File: config.mk
export PLATFORM = sky130hd
export DESIGN_NAME = tmr_bank
export DESIGN_NICKNAME = d
export VERILOG_FILES = /design/src/rtl/tmr_pkg.sv /design/src/rtl/tmr_channel.sv /design/src/rtl/tmr_rd_mux.sv /design/src/rtl/tmr_bank.sv
export SDC_FILE = /design/constraint.sdc
export NUM_CORES = 1
export LEC_CHECK = 0
export BUFFER_PORTS_ARGS = -buffer_cell sky130_fd_sc_hd__buf_2
export CORE_UTILIZATION = 56
export CTS_CLUSTER_DIAMETER = 150
export DETAILED_ROUTE_END_ITERATION = 8
export PLACE_DENSITY = 0.78
export SETUP_SLACK_MARGIN = 0.05
export SLEW_MARGIN = 20
export SYNTH_ARGS = -nofsm -noshare
export SYNTH_HDL_FRONTEND = slang
export SYNTH_HIERARCHICAL = 1
export SYNTH_SLANG_ARGS = --single-unit
File: constraint.sdc
create_clock -name clk -period 3.3 [get_ports clk]
set_input_delay 0.66 -clock clk [delete_from_list [all_inputs] [get_ports clk]]
set_output_delay 0.66 -clock clk [all_outputs]
set_load 0.005 [all_outputs]
File: src/rtl/tmr_pkg.sv
package tmr_pkg;
    localparam int B_MODE  = 0;
    localparam int B_DOWN  = 1;
    localparam int B_GEN   = 2;
    localparam int B_CAPT  = 3;
    localparam int B_AREL  = 4;
    localparam int B_HOLD  = 5;
    localparam int B_IEN   = 6;
    localparam int B_RUN   = 7;
    localparam int B_FLAG  = 8;

    typedef enum logic [1:0] {
        SLOT_CTRL  = 2'd0,
        SLOT_LOAD  = 2'd1,
        SLOT_COUNT = 2'd2,
        SLOT_NONE  = 2'd3
    } slot_e;

    typedef struct packed {
        logic down;
        logic arel;
        logic hold;
        logic ien;
        logic run;
    } ctrl_view_t;

    function automatic ctrl_view_t view_ctrl(input logic [31:0] c);
        ctrl_view_t v;
        v.down = c[B_DOWN];
        v.arel = c[B_AREL];
        v.hold = c[B_HOLD];
        v.ien  = c[B_IEN];
        v.run  = c[B_RUN];
        return v;
    endfunction
endpackage

File: src/rtl/tmr_channel.sv
module tmr_channel
    import tmr_pkg::*;
#(
    parameter int DW = 32
) (
    input  logic          clk,
    input  logic          rst,
    input  logic          ctrl_we,
    input  logic          load_we,
    input  logic [DW-1:0] wdata,
    input  logic          tick,
    output logic [DW-1:0] ctrl_rd,
    output logic [DW-1:0] load_rd,
    output logic [DW-1:0] cnt_rd,
    output logic          irq_req
);
    logic [DW-1:0] ctrl_q, load_q, cnt_q;
    logic          flag_q, act_q;
    ctrl_view_t    cv;
    logic [DW-1:0] term;
    logic          step, expire;

    always_comb begin
        cv     = view_ctrl(32'(ctrl_q));
        term   = cv.down ? '0 : '1;
        step   = act_q && cv.run && tick && !cv.hold;
        expire = step && (cnt_q == term);
    end

    always_ff @(posedge clk) begin
        if (rst) begin
            ctrl_q <= '0;
            load_q <= '0;
            cnt_q  <= '0;
            flag_q <= 1'b0;
            act_q  <= 1'b0;
        end else begin
            if (ctrl_we) begin
                ctrl_q         <= wdata;
                ctrl_q[B_FLAG] <= 1'b0;
            end
            if (load_we)
                load_q <= wdata;

            if (expire)
                flag_q <= 1'b1;
            else if (ctrl_we && wdata[B_FLAG])
                flag_q <= 1'b0;

            if (ctrl_we) begin
                if (wdata[B_RUN]) begin
                    cnt_q <= load_q;
                    act_q <= 1'b1;
                end else begin
                    act_q <= 1'b0;
                end
            end else if (cv.hold) begin
                cnt_q <= load_q;
            end else if (expire) begin
                if (cv.arel) cnt_q <= load_q;
                else         act_q <= 1'b0;
            end else if (step) begin
                cnt_q <= cv.down ? cnt_q - 1'b1 : cnt_q + 1'b1;
            end
        end
    end

    always_comb begin
        ctrl_rd         = ctrl_q;
        ctrl_rd[B_FLAG] = flag_q;
        load_rd         = load_q;
        cnt_rd          = cnt_q;
        irq_req         = flag_q && cv.ien;
    end

    AST_EXPIRY_SETS_FLAG: assert property (@(posedge clk) disable iff (rst)
        expire |=> flag_q);
    AST_WRITE_NEVER_SETS: assert property (@(posedge clk) disable iff (rst)
        (!expire && !flag_q) |=> !flag_q);
    AST_IDLE_NO_MOVE: assert property (@(posedge clk) disable iff (rst)
        (!tick && !ctrl_we && !cv.hold) |=> $stable(cnt_q));
    AST_HOLD_TRACKS: assert property (@(posedge clk) disable iff (rst)
        (cv.hold && !ctrl_we) |=> (cnt_q == $past(load_q)));
    AST_ONESHOT_STOPS: assert property (@(posedge clk) disable iff (rst)
        (expire && !cv.arel && !ctrl_we) |=> !act_q);
endmodule

File: src/rtl/tmr_rd_mux.sv
module tmr_rd_mux
    import tmr_pkg::*;
#(
    parameter int NUM_CH = 2,
    parameter int DW     = 32,
    parameter int AW     = 6
) (
    input  logic [AW-1:0]              addr,
    input  logic [NUM_CH-1:0][DW-1:0]  ctrl_v,
    input  logic [NUM_CH-1:0][DW-1:0]  load_v,
    input  logic [NUM_CH-1:0][DW-1:0]  cnt_v,
    output logic [DW-1:0]              rdata
);
    localparam int CHW = AW - 2;
    logic [CHW-1:0] ch;
    slot_e          slot;

    always_comb begin
        ch    = addr[AW-1:2];
        slot  = slot_e'(addr[1:0]);
        rdata = '0;
        for (int i = 0; i < NUM_CH; i++) begin
            if (ch == CHW'(i)) begin
                case (slot)
                    SLOT_CTRL:  rdata = ctrl_v[i];
                    SLOT_LOAD:  rdata = load_v[i];
                    SLOT_COUNT: rdata = cnt_v[i];
                    default:    rdata = '0;
                endcase
            end
        end
    end
endmodule

File: src/rtl/tmr_bank.sv
module tmr_bank
    import tmr_pkg::*;
#(
    parameter int NUM_CH = 2,
    parameter int DW     = 32,
    parameter int AW     = 6
) (
    input  logic              clk,
    input  logic              rst,
    input  logic              bus_wr,
    input  logic [AW-1:0]     bus_addr,
    input  logic [DW-1:0]     bus_wdata,
    output logic [DW-1:0]     bus_rdata,
    input  logic [NUM_CH-1:0] tick,
    output logic              irq
);
    localparam int CHW = AW - 2;

    logic [NUM_CH-1:0][DW-1:0] ctrl_v, load_v, cnt_v;
    logic [NUM_CH-1:0]         req_v;
    logic [CHW-1:0]            wr_ch;
    slot_e                     wr_slot;

    assign wr_ch   = bus_addr[AW-1:2];
    assign wr_slot = slot_e'(bus_addr[1:0]);

    for (genvar g = 0; g < NUM_CH; g++) begin : g_ch
        logic hit;
        assign hit = bus_wr && (wr_ch == CHW'(g));
        tmr_channel #(.DW(DW)) u_ch (
            .clk     (clk),
            .rst     (rst),
            .ctrl_we (hit && wr_slot == SLOT_CTRL),
            .load_we (hit && wr_slot == SLOT_LOAD),
            .wdata   (bus_wdata),
            .tick    (tick[g]),
            .ctrl_rd (ctrl_v[g]),
            .load_rd (load_v[g]),
            .cnt_rd  (cnt_v[g]),
            .irq_req (req_v[g])
        );
    end

    tmr_rd_mux #(.NUM_CH(NUM_CH), .DW(DW), .AW(AW)) u_mux (
        .addr   (bus_addr),
        .ctrl_v (ctrl_v),
        .load_v (load_v),
        .cnt_v  (cnt_v),
        .rdata  (bus_rdata)
    );

    assign irq = |req_v;

    AST_IRQ_AFTER_RESET: assert property (@(posedge clk)
        rst |=> !irq);
endmodule

==> results of run 1 <==
[cell usage after synthesis (29+ instances only)]
cell,instances
clkbuf_1,47
nand3_1,29
ha_1,60
mux2i_1,191
xnor2_1,32
nor2_1,196
o21ai_0,47
a21oi_1,110
o22ai_1,35
a2bb2oi_1,64
dfxtp_1,194
nand2_1,125
[report_power, final]
group | switching (uW) | leakage [uW] | internal [uW]
clock network | 974 | 0.000281 | 1030
logic | 193 | 0.00365 | 109
registers | 11.9 | 0.00156 | 2350
[registers in the layout (all words and copies together) (netlist names)]
signal	count
g_ch.u_ch/flag_q	2
g_ch.u_ch/ctrl_q	62
g_ch.u_ch/load_rd	64
g_ch.u_ch/cnt_rd	64
g_ch.u_ch/act_q	2
[cell type report]
cell class,instances,area [um2]
fill,1842,7890
tap,280,350
sequential,194,3890
inverter,21,78.8
timing repair buffer,147,991
clock buffer,19,453
clock inverter,13,116
multi-input combinational,1174,8190
antenna,1,2.50
[tightest hold or removal path: stages, from the launching register on]
cell and delay (ps):
dfxtp_1 330, nand2_1 60, a21oi_1 60
[timing repair]
item | CTS | global route
pin swaps | 0 | 1
endpoints found under the setup margin | 4 | 7
resized for setup | 1 | 5
endpoints found under the hold margin | 0 | 0
buffers inserted | 0 | 3
[how the worst min path moves through the flow]
stage	depth (start not counted)	start	endpoint	slack, ps
finish	2	g_ch[0].u_ch/flag_q	g_ch[0].u_ch/flag_q	490
global route	2	g_ch[0].u_ch/flag_q	g_ch[0].u_ch/flag_q	510
CTS	2	g_ch[1].u_ch/flag_q	g_ch[1].u_ch/flag_q	490
detailed placement	2	g_ch[0].u_ch/ctrl_q[16]	g_ch[0].u_ch/ctrl_q[16]	480
global placement	2	g_ch[0].u_ch/ctrl_q[20]	g_ch[0].u_ch/ctrl_q[20]	470
floorplan	2	g_ch[0].u_ch/flag_q	g_ch[0].u_ch/flag_q	450
[kinds of logic after synthesis]
kind of cell | count (synthesis)
xor+xnor | 55
mux | 191
fa+ha+maj | 62
flops | 194
simple gates | 459
compound gates | 407
buf+inv | 127
[per-stage QoR]
step / setup WS [ps] / util (%) / instances
final: 183 / 64.1 / 1849
after global routing: 46.1 / 64.1 / 1848
after CTS: 176 / 63.8 / 1845
after detailed placement: 39.0 / 61.2 / 1813
after global placement: 106 / 61.2 / 1813
after floorplan: 185 / - / 1495
[routing by layer]
metal | track usage (%) | routed length, um | vias up
met3 | 3.84 | 2360 | 48
met4 | 8.94 | 714 | 0
li1 | - | - | 5606
met1 | 42.9 | 16400 | 5662
met5 | 0 | 0 | -
met2 | 51.3 | 17400 | 483
==> impl_metrics.ini, run 1 <==
[layout]
final_cell_mix = nor2_1 (195), dfxtp_1 (193), mux2i_1 (191)
design_area_um2 = 14100
nets = 1660
layout_commonest_cell = nor2_1
layout-drive-gt1-share_pct = 14.3
syn_to_final_growth_pct = 11.3

[sta]
setup_violations = 0
timing_hold_violations_final = 0
fmax_mhz = 321
holdWs_ps = 494
grt_setup_unrepaired = yes
relSlewSlack_pct = 43.1
slew_violations = 0
tightest_slew_ps = 845
finalCritPeriodShare_pct = 94.5
fin_skew_ps = 9.30
tns_ps = 0
period_minus_slack_ps = 3120

[floorplanning]
die_area_um2 = 23200
die_y_um = 152
start_util_pct = 57.6
ioPinCount = 76
die_w_um = 152
num_rows = 54
core_um2 = 22000

[detailed_routing]
wire_per_inst_um = 19.9
routed_wl_um = 36900
first_iter_violations = 1201
vias_per_cell = 6.38
vias = 11800
antenna_left = 0
drc = 0
firstDrtPassIters = 5

[yosys]
synth_edf_count = 0
synth_compound_area_share_pct = 22.6
synthAdderAreaFrac_pct = 6.26
yosysTopAreaCellShare_pct = 30.7
yosys_warnings = 6
synth_seq_cells = 194
synth_top_flop_cell = dfxtp_1
synth_mux_area_share_pct = 15.1
synth_xor_area_share_pct = 3.81
netlist_instances = 1495
netlist_area_um2 = 12600
synth_area_leaders = dfxtp_1 (31%), mux2i_1 (15%), ha_1 (5.9%)
synth_nets = 1600
ys_types = 79
synth_top_family_by_area = compound AO/OA/AOI/OAI gates
postSynthAreaPerCell_um2 = 8.46
seq_area_frac_synth_pct = 30.7
async_flop_share_pct = 0
yosys.area_share.simple_pct = 16.6
synth_area_leader_cell = dfxtp_1

[worst_setup_path]
crit_type = flop to flop
cp.arrival_ps = 3420
r2r_setup_slack_ps = 180
crit_path_cell_trace = buf_6, ha_1, a21o_1, a21o_1, a21o_1, a2111o_1, o21ai_0, xor2_1, nor2_1, a221oi_1, nor3_1
path_depth = 11
r2r_start = g_ch[0].u_ch/ctrl_q[1]
crit_family = compound AO/OA/AOI/OAI gates
worstPathRequired_ps = 3600
critPathLaunchType = flop
crit_path_end = g_ch[0].u_ch/cnt_rd[21]
path_buf_inv = 1
cp-startpoint = g_ch[0].u_ch/ctrl_q[1]
reg2reg_to = g_ch[0].u_ch/cnt_rd[21]
crit_top_cell = a21o_1
slowest_stage = dfxtp_4
cp_max_fo = 14
worstRegToRegCells = 11
slowest_delay_ps = 470
end_kind = flop

[clocking]
clock-sinks = 194
clkLatencyLatePin_ps = 440
holdBufCountCts = 0
root_buffer = clkbuf_16
cts_tree = done
cts_buffer_depth = 2
clkTransAtPathRegs_ps = 80
cts-htree-levels = 4
cts_buffers = 17

[power_and_ir_drop]
p_leak_uw = 0.00550
power_uw = 4670
peakVddDrop_uv = 284
powerDensity_nw_per_um2 = 332

[placement]
hpwl_um = 27300
place_area_um2 = 13400
io_buffers = 75
gp_congestion = 0.981

[worst_hold_path]
hold_path_class = flop to flop

[global_routing]
overflow = 0
grt_max_degree = 105
grt_usage_pct = 31.2
antenna_found_initial = 1
grt_pass1_vias = 11100
grt_first_pass_wirelength_um = 58900

[run]
cap_violations = 0

[outcome]
status = finished clean
Note: power is estimated with default switching activity, not from simulation.
==> inputs of run 2 (changes only) <==
- RECOVER_POWER: not set -> 50
- SKIP_LAST_GASP: not set -> 1
==> run 2 against run 1 <==
Count of clock-buffer cells in the layout unchanged. Wire length rose by 0.42%. Total power barely moved. Cell count unchanged. Register-to-register slack barely moved. Design area decreased by 0.63%. Clock power barely moved. Sequential share of layout area up 0.18 points. Die area is the same. First-iteration DRC count down 6.4%.
==> impl_metrics.ini, run 2 (synthesized netlist as in run 1, its figures left out) <==
[layout]
multiInputGateArea_um2 = 8150
nets = 1660
seqCellArea_um2 = 3890
layout-drive-gt1-share_pct = 13.7
syn_to_final_growth_pct = 10.6
final_cell_mix = nor2_1 (196), dfxtp_1 (193), mux2i_1 (191)
layout_commonest_cell = nor2_1
nFillCells = 1856

[sta]
finalCritPeriodShare_pct = 94.3
slew_violations = 0
holdWs_ps = 492
fmax_mhz = 321
period_minus_slack_ps = 3110
fin_skew_ps = 12.5
setup_violations = 0
grt_setup_unrepaired = yes
tns_ps = 0
relSlewSlack_pct = 22.8
timing_hold_violations_final = 0
setup_slack_ps = 188
tightest_slew_ps = 1160

[power_and_ir_drop]
p_sw_share_pct = 25.2
powerDensity_nw_per_um2 = 334
p_sw_uw = 1180
peakVddDrop_uv = 285
p_int_uw = 3490
combPwrFrac_pct = 6.4
p_clk_share_pct = 43.0
p_leak_uw = 0.00546
seq_power_share_pct = 50.6

[clocking]
root_buffer = clkbuf_16
clkTransAtPathRegs_ps = 80
clock-sinks = 194
cts_tree = done
clkLatencyLatePin_ps = 440
holdBufCountCts = 0
cts_buffer_depth = 2
cts_buffers = 17
cts-htree-levels = 4

[placement]
hpwl_um = 27300
io_buffers = 75
gp_congestion = 0.981
dp_slack_ps = 39.0

[detailed_routing]
drc = 0
first_iter_violations = 1124
vias = 11800
antenna_left = 0
wire_per_inst_um = 20.0
vias_per_cell = 6.36
firstDrtPassIters = 5
routed_wl_um = 37000

[worst_setup_path]
crit_type = flop to flop
slowest_delay_ps = 470
crit_family = compound AO/OA/AOI/OAI gates
cp.arrival_ps = 3410
crit_path_cell_trace = buf_6, ha_1, a21o_1, a21o_1, a21o_1, a2111o_1, o21ai_0, xor2_1, nor2_1, a221oi_1, nor3_1
worstPathRequired_ps = 3590
critPathLaunchType = flop
cp_max_fo = 14
crit_top_cell = a21o_1
slowest_stage = dfxtp_4
end_kind = flop
path_buf_inv = 1

[floorplanning]
ioPinCount = 76
start_util_pct = 57.6
num_rows = 54
die_area_um2 = 23200
core_um2 = 22000
die_w_um = 152
die_y_um = 152

[global_routing]
antenna_found_initial = 1
grt_max_degree = 105
overflow = 0
grt_usage_pct = 31.2
grt_pass1_vias = 11100
grt_first_pass_wirelength_um = 58900

[run]
cap_violations = 0

[worst_hold_path]
hold_path_class = flop to flop

[outcome]
status = finished clean
run 2: changes by cell type in the layout (fill, tap and decap cells not counted), sizes merged:
cell / before / now
clkbuf: 19 / 26
buf: 147 / 140
run 2: through the flow:
step                      util [%]  area, um2  total power (uW)  cells
after global routing          63.7      14000              4800   1848
after CTS                     63.8      14000              4680   1845
after detailed placement      61.2      13400              2710   1813
after global placement        61.2      13400              2710   1813
after floorplan                  -      12600              2600   1495
final                         63.7      14000              4670   1849
run 2: cell type report:
| class | count | area share [%] |
|---|---|---|
| diodes | 1 | 0.0179 |
| clock buffers | 19 | 3.24 |
| clock inverters | 13 | 0.832 |
| inverters | 21 | 0.564 |
| multi-input cells | 1174 | 58.3 |
| flip-flops and latches | 194 | 27.8 |
| well taps | 280 | 2.51 |
| repair buffers | 147 | 6.77 |
run 2: worst register-to-register path, cell delays in order, from the launching register on:
cell      delay, ps
dfxtp_4         470
buf_6           210
ha_1            290
a21o_1          230
a21o_1          180
a21o_1          220
a2111o_1        410
o21ai_0         360
xor2_1          190
nor2_1           80
a221oi_1        240
nor3_1           80
run 2: per-layer routing:
layer / global-route usage, % / up-vias / wire [um]
met4: 8.94 / 0 / 761
met2: 51.3 / 396 / 17400
met1: 42.9 / 5711 / 16600
met3: 3.84 / 51 / 2240
met5: 0 / - / 0
li1: - / 5599 / -
run 2: power by group through the flow:
stage	Clock, uW	Combinational (uW)	Sequential (uW)
floorplan	0	189	2410
detailed placement	0	293	2420
global route	2120	314	2360
CTS	2020	294	2360
global placement	0	290	2420
finish	2010	300	2360
run 2: final timing paths:
check                               from                 endpoint  slack, ps  depth (start not counted)
setup / recovery  g_ch[0].u_ch/ctrl_q[1]  g_ch[0].u_ch/cnt_rd[21]        190                         11
setup reg to reg  g_ch[0].u_ch/ctrl_q[1]  g_ch[0].u_ch/cnt_rd[21]        190                         11
hold / removal       g_ch[0].u_ch/flag_q      g_ch[0].u_ch/flag_q        490                          2
hold reg to reg      g_ch[0].u_ch/flag_q      g_ch[0].u_ch/flag_q        490                          2
run 2: repair_timing:
item | 4_1_cts | 5_1_grt
gates resized for setup | 1 | 5
setup buffers | 0 | 3
setup endpoints to repair | 4 | 7
cloned | 0 | 0
pin swaps | 0 | 1
